[src/rtl/crt_pkg.sv]
// crt_pkg: elaboration-time helpers for the residue-to-binary converter.
// Moduli are passed as a packed vector of 8-bit fields, digit i at [i*8 +: 8].
// Assumes the moduli are pairwise coprime and at least 2.
package crt_pkg;

    localparam int MODW   = 8;
    localparam int MAXDIG = 32;

    // Product of the first n moduli (the dynamic range M).
    function automatic longint range_of(input logic [MAXDIG*MODW-1:0] mods, input int n);
        longint p;
        p = 1;
        for (int i = 0; i < n; i++) begin
            p = p * longint'(mods[i*MODW +: MODW]);
        end
        return p;
    endfunction

    // Modulus of digit i.
    function automatic longint modulus_of(input logic [MAXDIG*MODW-1:0] mods, input int i);
        return longint'(mods[i*MODW +: MODW]);
    endfunction

    // Weighted share of residue r on digit i: (r * Mi * inv(Mi mod mi)) mod M.
    function automatic longint weight_entry(input logic [MAXDIG*MODW-1:0] mods,
                                            input int n, input int i, input int r);
        longint m;
        longint mi;
        longint big;
        longint inv;
        m   = range_of(mods, n);
        mi  = modulus_of(mods, i);
        big = m / mi;
        inv = 0;
        for (longint k = 1; k < mi; k++) begin
            if (((big % mi) * k) % mi == 1) inv = k;
        end
        return (longint'(r) * big * inv) % m;
    endfunction

    // Number of adder levels for n leaves: ceil(log2(n)).
    function automatic int tree_levels(input int n);
        int l;
        l = 0;
        while ((1 << l) < n) l++;
        return l;
    endfunction

    // Number of nodes at tree level l for n leaves: ceil(n / 2^l).
    function automatic int node_count(input int n, input int l);
        return (n + (1 << l) - 1) >> l;
    endfunction

endpackage

[src/rtl/crt_digit_table.sv]
// crt_digit_table: constant lookup of one digit's weighted CRT share.
// Entries are computed at elaboration from the modulus set.
// Assumes res < modulus of this digit; out-of-range codes return 0.
module crt_digit_table #(
    parameter int      NDIG   = 3,
    parameter int      RW     = 3,
    parameter int      VW     = 5,
    parameter int      DIGIT  = 0,
    parameter logic [crt_pkg::MAXDIG*crt_pkg::MODW-1:0] MODS = '0
) (
    input  logic [RW-1:0] res,
    output logic [VW-1:0] share
);

    localparam int MI = int'(crt_pkg::modulus_of(MODS, DIGIT));

    logic [VW-1:0] tbl [MI];

    // One constant entry per residue code.
    for (genvar r = 0; r < MI; r++) begin : g_ent
        localparam longint ENT = crt_pkg::weight_entry(MODS, NDIG, DIGIT, r);
        assign tbl[r] = VW'(ENT);
    end

    // Select the entry matching the residue.
    always_comb begin
        share = '0;
        for (int r = 0; r < MI; r++) begin
            if (res == RW'(r)) share = tbl[r];
        end
    end

endmodule

[src/rtl/crt_mod_add.sv]
// crt_mod_add: combinational modulo-M adder.
// Forms a+b, then a+b-M; the borrow out of the subtraction picks the result.
// Assumes both operands are below M, so one correction is enough.
module crt_mod_add #(
    parameter int     VW     = 5,
    parameter longint MRANGE = 30
) (
    input  logic [VW-1:0] a,
    input  logic [VW-1:0] b,
    output logic [VW-1:0] y
);

    logic [VW:0]   raw;
    logic [VW+1:0] corr;

    // Raw sum with one extra carry bit.
    assign raw  = {1'b0, a} + {1'b0, b};
    // Subtract M; the top bit is the borrow (raw below M).
    assign corr = {1'b0, raw} - (VW+2)'(MRANGE);
    // Keep the raw sum on borrow, otherwise the corrected one.
    assign y    = corr[VW+1] ? raw[VW-1:0] : corr[VW-1:0];

endmodule

[src/rtl/crt_add_tree.sv]
// crt_add_tree: pipelined binary tree of modulo-M adders.
// Level 0 registers the table outputs. Each later level pairs nodes and
// registers the sums; an odd last node is carried through a register.
// Latency from leaves to root is 1 + ceil(log2(NDIG)) cycles.
module crt_add_tree #(
    parameter int     NDIG   = 3,
    parameter int     VW     = 5,
    parameter longint MRANGE = 30
) (
    input  logic              clk,
    input  logic              rst_n,
    input  logic [NDIG*VW-1:0] leaves,
    output logic [VW-1:0]     root
);

    localparam int LEVELS = crt_pkg::tree_levels(NDIG);

    for (genvar l = 0; l <= LEVELS; l++) begin : lvl
        localparam int CNT = crt_pkg::node_count(NDIG, l);
        logic [VW-1:0] nxt [CNT];
        logic [VW-1:0] val [CNT];

        if (l == 0) begin : g_leaf
            for (genvar j = 0; j < CNT; j++) begin : g_in
                assign nxt[j] = leaves[j*VW +: VW];
            end
        end else begin : g_join
            localparam int PCNT = crt_pkg::node_count(NDIG, l - 1);
            for (genvar j = 0; j < CNT; j++) begin : g_node
                if (2*j + 1 < PCNT) begin : g_pair
                    crt_mod_add #(.VW(VW), .MRANGE(MRANGE)) u_add (
                        .a (lvl[l-1].val[2*j]),
                        .b (lvl[l-1].val[2*j+1]),
                        .y (nxt[j])
                    );
                end else begin : g_pass
                    assign nxt[j] = lvl[l-1].val[2*j];
                end
            end
        end

        // Level register: clear on reset, otherwise capture this level.
        always_ff @(posedge clk) begin
            for (int j = 0; j < CNT; j++) begin
                if (!rst_n) val[j] <= '0;
                else        val[j] <= nxt[j];
            end
        end
    end

    assign root = lvl[LEVELS].val[0];

endmodule

[src/rtl/crt_residue_to_binary.sv]
// crt_residue_to_binary: CRT reconstruction of a binary value from residues.
// Each digit looks up its weighted share; the shares meet in a pipelined
// modulo-M adder tree. A valid bit travels alongside with matching latency.
// Assumes pairwise coprime moduli and residues below their moduli.
module crt_residue_to_binary #(
    parameter int NDIG = 3,
    parameter int RW   = 3,
    parameter logic [NDIG*8-1:0] MODULI = {8'd5, 8'd3, 8'd2},
    localparam longint MRANGE = crt_pkg::range_of(
        (crt_pkg::MAXDIG*crt_pkg::MODW)'(MODULI), NDIG),
    localparam int VW = $clog2(MRANGE)
) (
    input  logic              clk,
    input  logic              rst_n,
    input  logic              in_valid,
    input  logic [NDIG*RW-1:0] in_res,
    output logic              out_valid,
    output logic [VW-1:0]     out_value
);

    localparam logic [crt_pkg::MAXDIG*crt_pkg::MODW-1:0] MODS =
        (crt_pkg::MAXDIG*crt_pkg::MODW)'(MODULI);
    localparam int LAT = 1 + crt_pkg::tree_levels(NDIG);

    logic [NDIG*VW-1:0] shares;
    logic [LAT-1:0]     vpipe;

    // One share table per residue digit.
    for (genvar i = 0; i < NDIG; i++) begin : g_dig
        crt_digit_table #(
            .NDIG (NDIG), .RW (RW), .VW (VW), .DIGIT (i), .MODS (MODS)
        ) u_tbl (
            .res   (in_res[i*RW +: RW]),
            .share (shares[i*VW +: VW])
        );
    end

    crt_add_tree #(.NDIG(NDIG), .VW(VW), .MRANGE(MRANGE)) u_tree (
        .clk    (clk),
        .rst_n  (rst_n),
        .leaves (shares),
        .root   (out_value)
    );

    // Valid shift register matching the datapath latency.
    always_ff @(posedge clk) begin
        if (!rst_n) vpipe <= '0;
        else        vpipe <= (vpipe << 1) | LAT'(in_valid);
    end

    assign out_valid = vpipe[LAT-1];

endmodule

[config.mk]
export PLATFORM = sky130hd
export DESIGN_NAME = crt_residue_to_binary
export DESIGN_NICKNAME = d
export VERILOG_FILES = /design/src/rtl/crt_pkg.sv /design/src/rtl/crt_digit_table.sv /design/src/rtl/crt_mod_add.sv /design/src/rtl/crt_add_tree.sv /design/src/rtl/crt_residue_to_binary.sv
export SDC_FILE = /design/constraint.sdc
export NUM_CORES = 1
export LEC_CHECK = 0
export ABC_AREA = 1
export BUFFER_PORTS_ARGS = -buffer_cell sky130_fd_sc_hd__buf_2
export CAP_MARGIN = 25
export CORE_MARGIN = 4
export CORE_UTILIZATION = 45
export DETAILED_ROUTE_END_ITERATION = 12
export GPL_ROUTABILITY_DRIVEN = 0
export PLACE_DENSITY = 0.65
export SLEW_MARGIN = 20
export SYNTH_ARGS = -nofsm -noshare
export SYNTH_HDL_FRONTEND = slang
export SYNTH_SLANG_ARGS = --single-unit
[constraint.sdc]
create_clock -name clk -period 1.8 [get_ports clk]
set_clock_uncertainty 0.1 [all_clocks]
set_input_delay 0.18 -clock clk [delete_from_list [all_inputs] [get_ports clk]]
set_output_delay 0.18 -clock clk [all_outputs]
set_load 0.01 [all_outputs]
# Word level (Yosys, flattened, before mapping)
# Memory sizes are Yosys's and may differ from the RTL's.
# Index checks and enable logic that the tools add are counted.
dict set report classes {
  n_bitwise 6
  mux 18
  n_eq_ne 7
  addsub 4
  n_reduce_logical 1
}
# cell n
set ops {}
lappend ops {{$mux W5} 11}
lappend ops {{$sub A6 B5 Y7 const B} 2}
lappend ops {{$add A5 B5 Y6} 2}
lappend ops {{$mux W4} 3}
lappend ops {{$eq A3 B1 Y1 const B} 3}
lappend ops {{$eq A3 B2 Y1 const B} 3}
lappend ops {{$or A1 B1 Y1} 5}
lappend ops {{$reduce_or A5 Y1} 1}
lappend ops {{$eq A3 B3 Y1 const B} 1}
lappend ops {{$mux W1} 3}
lappend ops {{$mux W3} 1}
lappend ops {{$or A3 B1 Y3} 1}
dict set report totals {
  in_bits 12
  reg_bits 3
  word_cells 40
  n_memories 3
  out_inout_bits 6
  mem_bits_rw 30
}
# memory depth width rd rd_clocked_by_memory_dff write_ports line_no
set mem_list {}
lappend mem_list {{u_tree.lvl[0].val} 3 5 3 0 3 crt_add_tree.sv:21} ;# logic [VW-1:0] val [CNT];
lappend mem_list {{u_tree.lvl[1].val} 2 5 2 0 2 crt_add_tree.sv:21}
lappend mem_list {{u_tree.lvl[2].val} 1 5 1 0 1 crt_add_tree.sv:21}

# Logic depth before layout (Yosys ltp)
dict set report logic_depth {
  depth_word 6
  depth_mapped 11
  mapped_depth_nobuf 11
}

# Modules after synthesis
# A second synthesis with hierarchy kept.
dict set report hier_totals {
  hier_cells 240
  area_unflattened_um2 1750.4
}
# module cells_per_inst n_inst seq_area_each_um2 area_each_um2
set by_module_without_submodules {}
lappend by_module_without_submodules {crt_add_tree 93 1 600.6 859.6}
lappend by_module_without_submodules {{crt_mod_add at u_tree.lvl[1].g_join.g_node[0].g_pair.u_add} 53 1 0.0 326.6}
lappend by_module_without_submodules {{crt_mod_add at u_tree.lvl[2].g_join.g_node[0].g_pair.u_add} 53 1 0.0 324.1}
lappend by_module_without_submodules {crt_residue_to_binary 9 1 60.1 82.6}
lappend by_module_without_submodules {{crt_digit_table at g_dig[2].u_tbl} 14 1 0.0 61.3}
lappend by_module_without_submodules {{crt_digit_table at g_dig[1].u_tbl} 10 1 0.0 48.8}
lappend by_module_without_submodules {{crt_digit_table at g_dig[0].u_tbl} 8 1 0.0 47.5}

# Worst setup path before layout
# Ideal clock, no wire load.
dict set report synth_path {
  kind {reg2reg}
  start {mem u_tree.lvl[0].val[0][2]}
  end {mem u_tree.lvl[1].val[0][2]}
  path_slack_ns 0.053
  stages_incl_launch_ff 10
  t_arrival_ns 1.539
  path_buffers 0
  setup_ns 0.109
  required_ns 1.591
  synth_period_minus_slack_ns 1.747
  cell_sequence {dfxtp_1 -> ha_1 -> inv_1 -> fa_1 -> nor2_1 -> nand2_2 -> nand2_1 -> nand3b_1 -> nand2_1 -> inv_1}
}
# item line_no
set synth_rtl {}
lappend synth_rtl {{from (decl)} crt_add_tree.sv:21}
lappend synth_rtl {{to (decl)} crt_add_tree.sv:21}

==> out/qor.csv <==
stage,metric,value,unit
status,run status,"complete, no violations",
floorplanning,Die Area,3270,µm²
sta,Final Max Tran Viols,0,
cells_and_area,share of cells above drive strength 1,29.1,%
route,uppermost layer routed,met4,
route,First DRT Iteration DRCs,13,
logic_synthesis,Synth cell types,23,
clock_network,number of H-tree levels,1,
worst_hold_path,Min-Delay Path Depth,4,
cells_and_area,fin area,1460,µm²
sta,Fin. Hold Viols,0,
floorplanning,DIE WIDTH,57.2,µm
sta,Worst Tran Pin Value,0.220,ns
route,Post-DRT Antenna Nets,0,
worst_setup_path,Critical R2R Capture,u_tree.lvl[2].val[0][4],
logic_synthesis,post-synthesis sequential area ratio,44.1,%
route,DRC viols,0,
sta,crit share post-route,99.5,%
worst_setup_path,CP max FO,3,
power_and_ir_drop,Leakage,0.000798,µW
route,via count,966,
worst_setup_path,crit-path max cell delay,0.55,ns
clock_network,worst skew pair latency,0.31,ns
power_and_ir_drop,power per cell area,721,nW/µm²
worst_setup_path,WS Path Type,flop to flop,
clock_network,clk sinks,24,
logic_synthesis,synthesis-stage register bit count,24,
global_route,largest net degree at the start of global routing,16,
clock_network,CTS root buf,clkbuf_4,
cells_and_area,Synth-to-Final Area Change,33.5,%
global_route,gr usage total,14.7,%
sta,Post-Route Setup TNS,0,ns
floorplanning,Core Rows,17,
worst_setup_path,CP startpoint kind,flop,
clock_network,CTS tree,built,
route,final WL,2.24,mm
cells_and_area,final core utilization,64.5,%
route,wire length on met2,1.21,mm
cells_and_area,final net count,201,
global_route,GR Overflow Total,0,
route,WL per Instance,10.8,µm
floorplanning,Die Y,57.2,µm
worst_setup_path,"Data required, critical path",1.91,ns
clock_network,Worst-path clk slew,0.13,ns
power_and_ir_drop,"IR drop worst, VDD",0.531,mV
global_route,initial antenna violation count,0,
worst_setup_path,crit path max-delay cell type,fa_2,
clock_network,Num CTS Buffers,3,
floorplanning,area of the core,2250,µm²
cells_and_area,Antenna diodes,0,
sta,Fmax,558,MHz
sta,Max transition margin,85.2,%
route,wire length on met1,884,µm
worst_setup_path,flop2flop setup slack,0.009,ns
global_route,first-pass GRT wire length,3.73,mm
floorplanning,Top Ports,18,
worst_hold_path,Hold Crit Start,in_res[8],
place,dpl cell area,1240,µm²
route,vias per cell,4.67,
cells_and_area,"commonest non-fill, non-tap cells in the layout","nand2_1 (32), inv_1 (25), dfxtp_1 (21)",
sta,Final min period,1.79,ns
worst_setup_path,R2R depth,8,
worst_setup_path,critical path arrival,1.90,ns
place,IO buf count,17,
sta,RSZ-0062 raised after global routing,yes,
route,Pre-antenna DRT Iters,4,
floorplanning,Starting Density,48.3,%
place,HPWL after DPL,1.49,mm
clock_network,Longest Clk Path Bufs,2,
logic_synthesis,synthesized area per cell,7.62,µm²
worst_hold_path,Worst Hold Class,input port to flop,
route,met3 WL,91,µm
cells_and_area,"commonest non-fill, non-tap cell in the layout",nand2_1,
worst_setup_path,crit-path cells,ha_4 > fa_2 > nand2_2 > nor2_4 > nand3_2 > buf_4 > nand2_1 > nor2_1,
sta,Finish-stage setup viols,0,
run,Max-cap violations,0,
worst_hold_path,WHS Endpoint,u_tree.lvl[0].val[2][1],
logic_synthesis,Syn Nets,164,
worst_setup_path,worst r2r src,u_tree.lvl[1].val[1][1],
logic_synthesis,Gate Count Post-Synth,143,
logic_synthesis,"Warnings, synthesis",0,
global_route,vias in the first global route,930,
worst_setup_path,CP Capture Type,flop,
sta,final hold slack,0.0562,ns
logic_synthesis,mapped cell area,1090,µm²
kinds of logic after synthesis:
logic type                 Yosys count  synth area share, %
DFF                                 24                 44.1
xor gates and xnor gates             2                 1.61
buffers and inverters               30                 10.3
adders and majority gates            9                 11.7
and+or+nand+nor                     64                 24.8
AOI/OAI and AO/OA                   14                 7.46
through the flow:
step                      power, µW  setup WS [ns]  cells
after floorplan                 625         0.0526    143
after global placement          656       -0.00671    191
after detailed placement        660        -0.0897    191
after CTS                      1050        0.00619    204
after global routing           1100        -0.0439    207
final                          1050        0.00866    207
final cells by class:
type / instances / area [µm²]
fill: 213 / 800
multi-input combinational: 89 / 552
sequential: 24 / 484
timing repair buffer: 33 / 223
inverter: 29 / 109
tap: 28 / 35.0
clock inverter: 1 / 30.0
clock buffer: 3 / 22.5
where the power goes:
group / switching [µW] / internal [µW]
sequential: 7.11 / 550
combinational: 60.3 / 51.8
clock: 155 / 225
total: 223 / 827
sequential cells by signal, summed over array words and instances (netlist names):
signal          cells
vpipe               3
u_tree.lvl.val     21
repair_timing:
item,in CTS,in global routing
resized for setup,9,9
endpoints found under the setup margin,5,7
pin swaps,6,9
setup buffers,2,3
hold buffers,7,0
endpoints found under the hold margin,4,0
Yosys cell counts:
cell | count | area (µm²)
fa_1 | 2 | 40.0
nand2_1 | 35 | 131
o21ai_0 | 1 | 5.00
o21ai_2 | 1 | 8.76
dfxtp_1 | 24 | 480
clkbuf_1 | 1 | 3.75
a211oi_1 | 1 | 7.51
nand3_1 | 9 | 45.0
nand2_2 | 2 | 12.5
nor2_2 | 1 | 6.26
or2_2 | 1 | 6.26
inv_2 | 3 | 11.3
xor2_1 | 1 | 8.76
nand3b_1 | 1 | 7.51
inv_1 | 26 | 97.6
a21oi_1 | 9 | 45.0
a21o_1 | 1 | 7.51
ha_1 | 7 | 87.6
and2_1 | 1 | 6.26
xnor2_1 | 1 | 8.76
nor2_1 | 12 | 45.0
nor3_1 | 2 | 10.0
o21a_1 | 1 | 7.51
per-layer routing:
metal | up-vias | global-route usage (%)
met5 | - | 0
met4 | 0 | 8.94
met3 | 6 | 2.49
met2 | 22 | 27.2
met1 | 429 | 15.1
li1 | 509 | -
worst max-delay path: cells and delay by family, from the launching register on:
kind                     cells  cell delay (ns)
adder cells (fa/ha/maj)      2             0.71
buffers and inverters        1             0.15
flip-flops                   1             0.35
AND/OR/NAND/NOR              5             0.39
how the worst max path moves through the flow:
stage | startpoint | to | slack [ns] | cells after the start
after global placement | u_tree.lvl[0].val[0][2] | u_tree.lvl[1].val[0][2] | -0.007 | 9
after detailed placement | u_tree.lvl[1].val[1][1] | u_tree.lvl[2].val[0][3] | -0.09 | 9
after floorplan | u_tree.lvl[0].val[0][2] | u_tree.lvl[1].val[0][2] | 0.05 | 9
after global routing | u_tree.lvl[1].val[1][1] | u_tree.lvl[2].val[0][3] | -0.04 | 9
after CTS | u_tree.lvl[1].val[1][1] | u_tree.lvl[2].val[0][2] | 0.006 | 9
final | u_tree.lvl[1].val[1][1] | u_tree.lvl[2].val[0][4] | 0.009 | 8
Power figures use the tool's default switching activity.
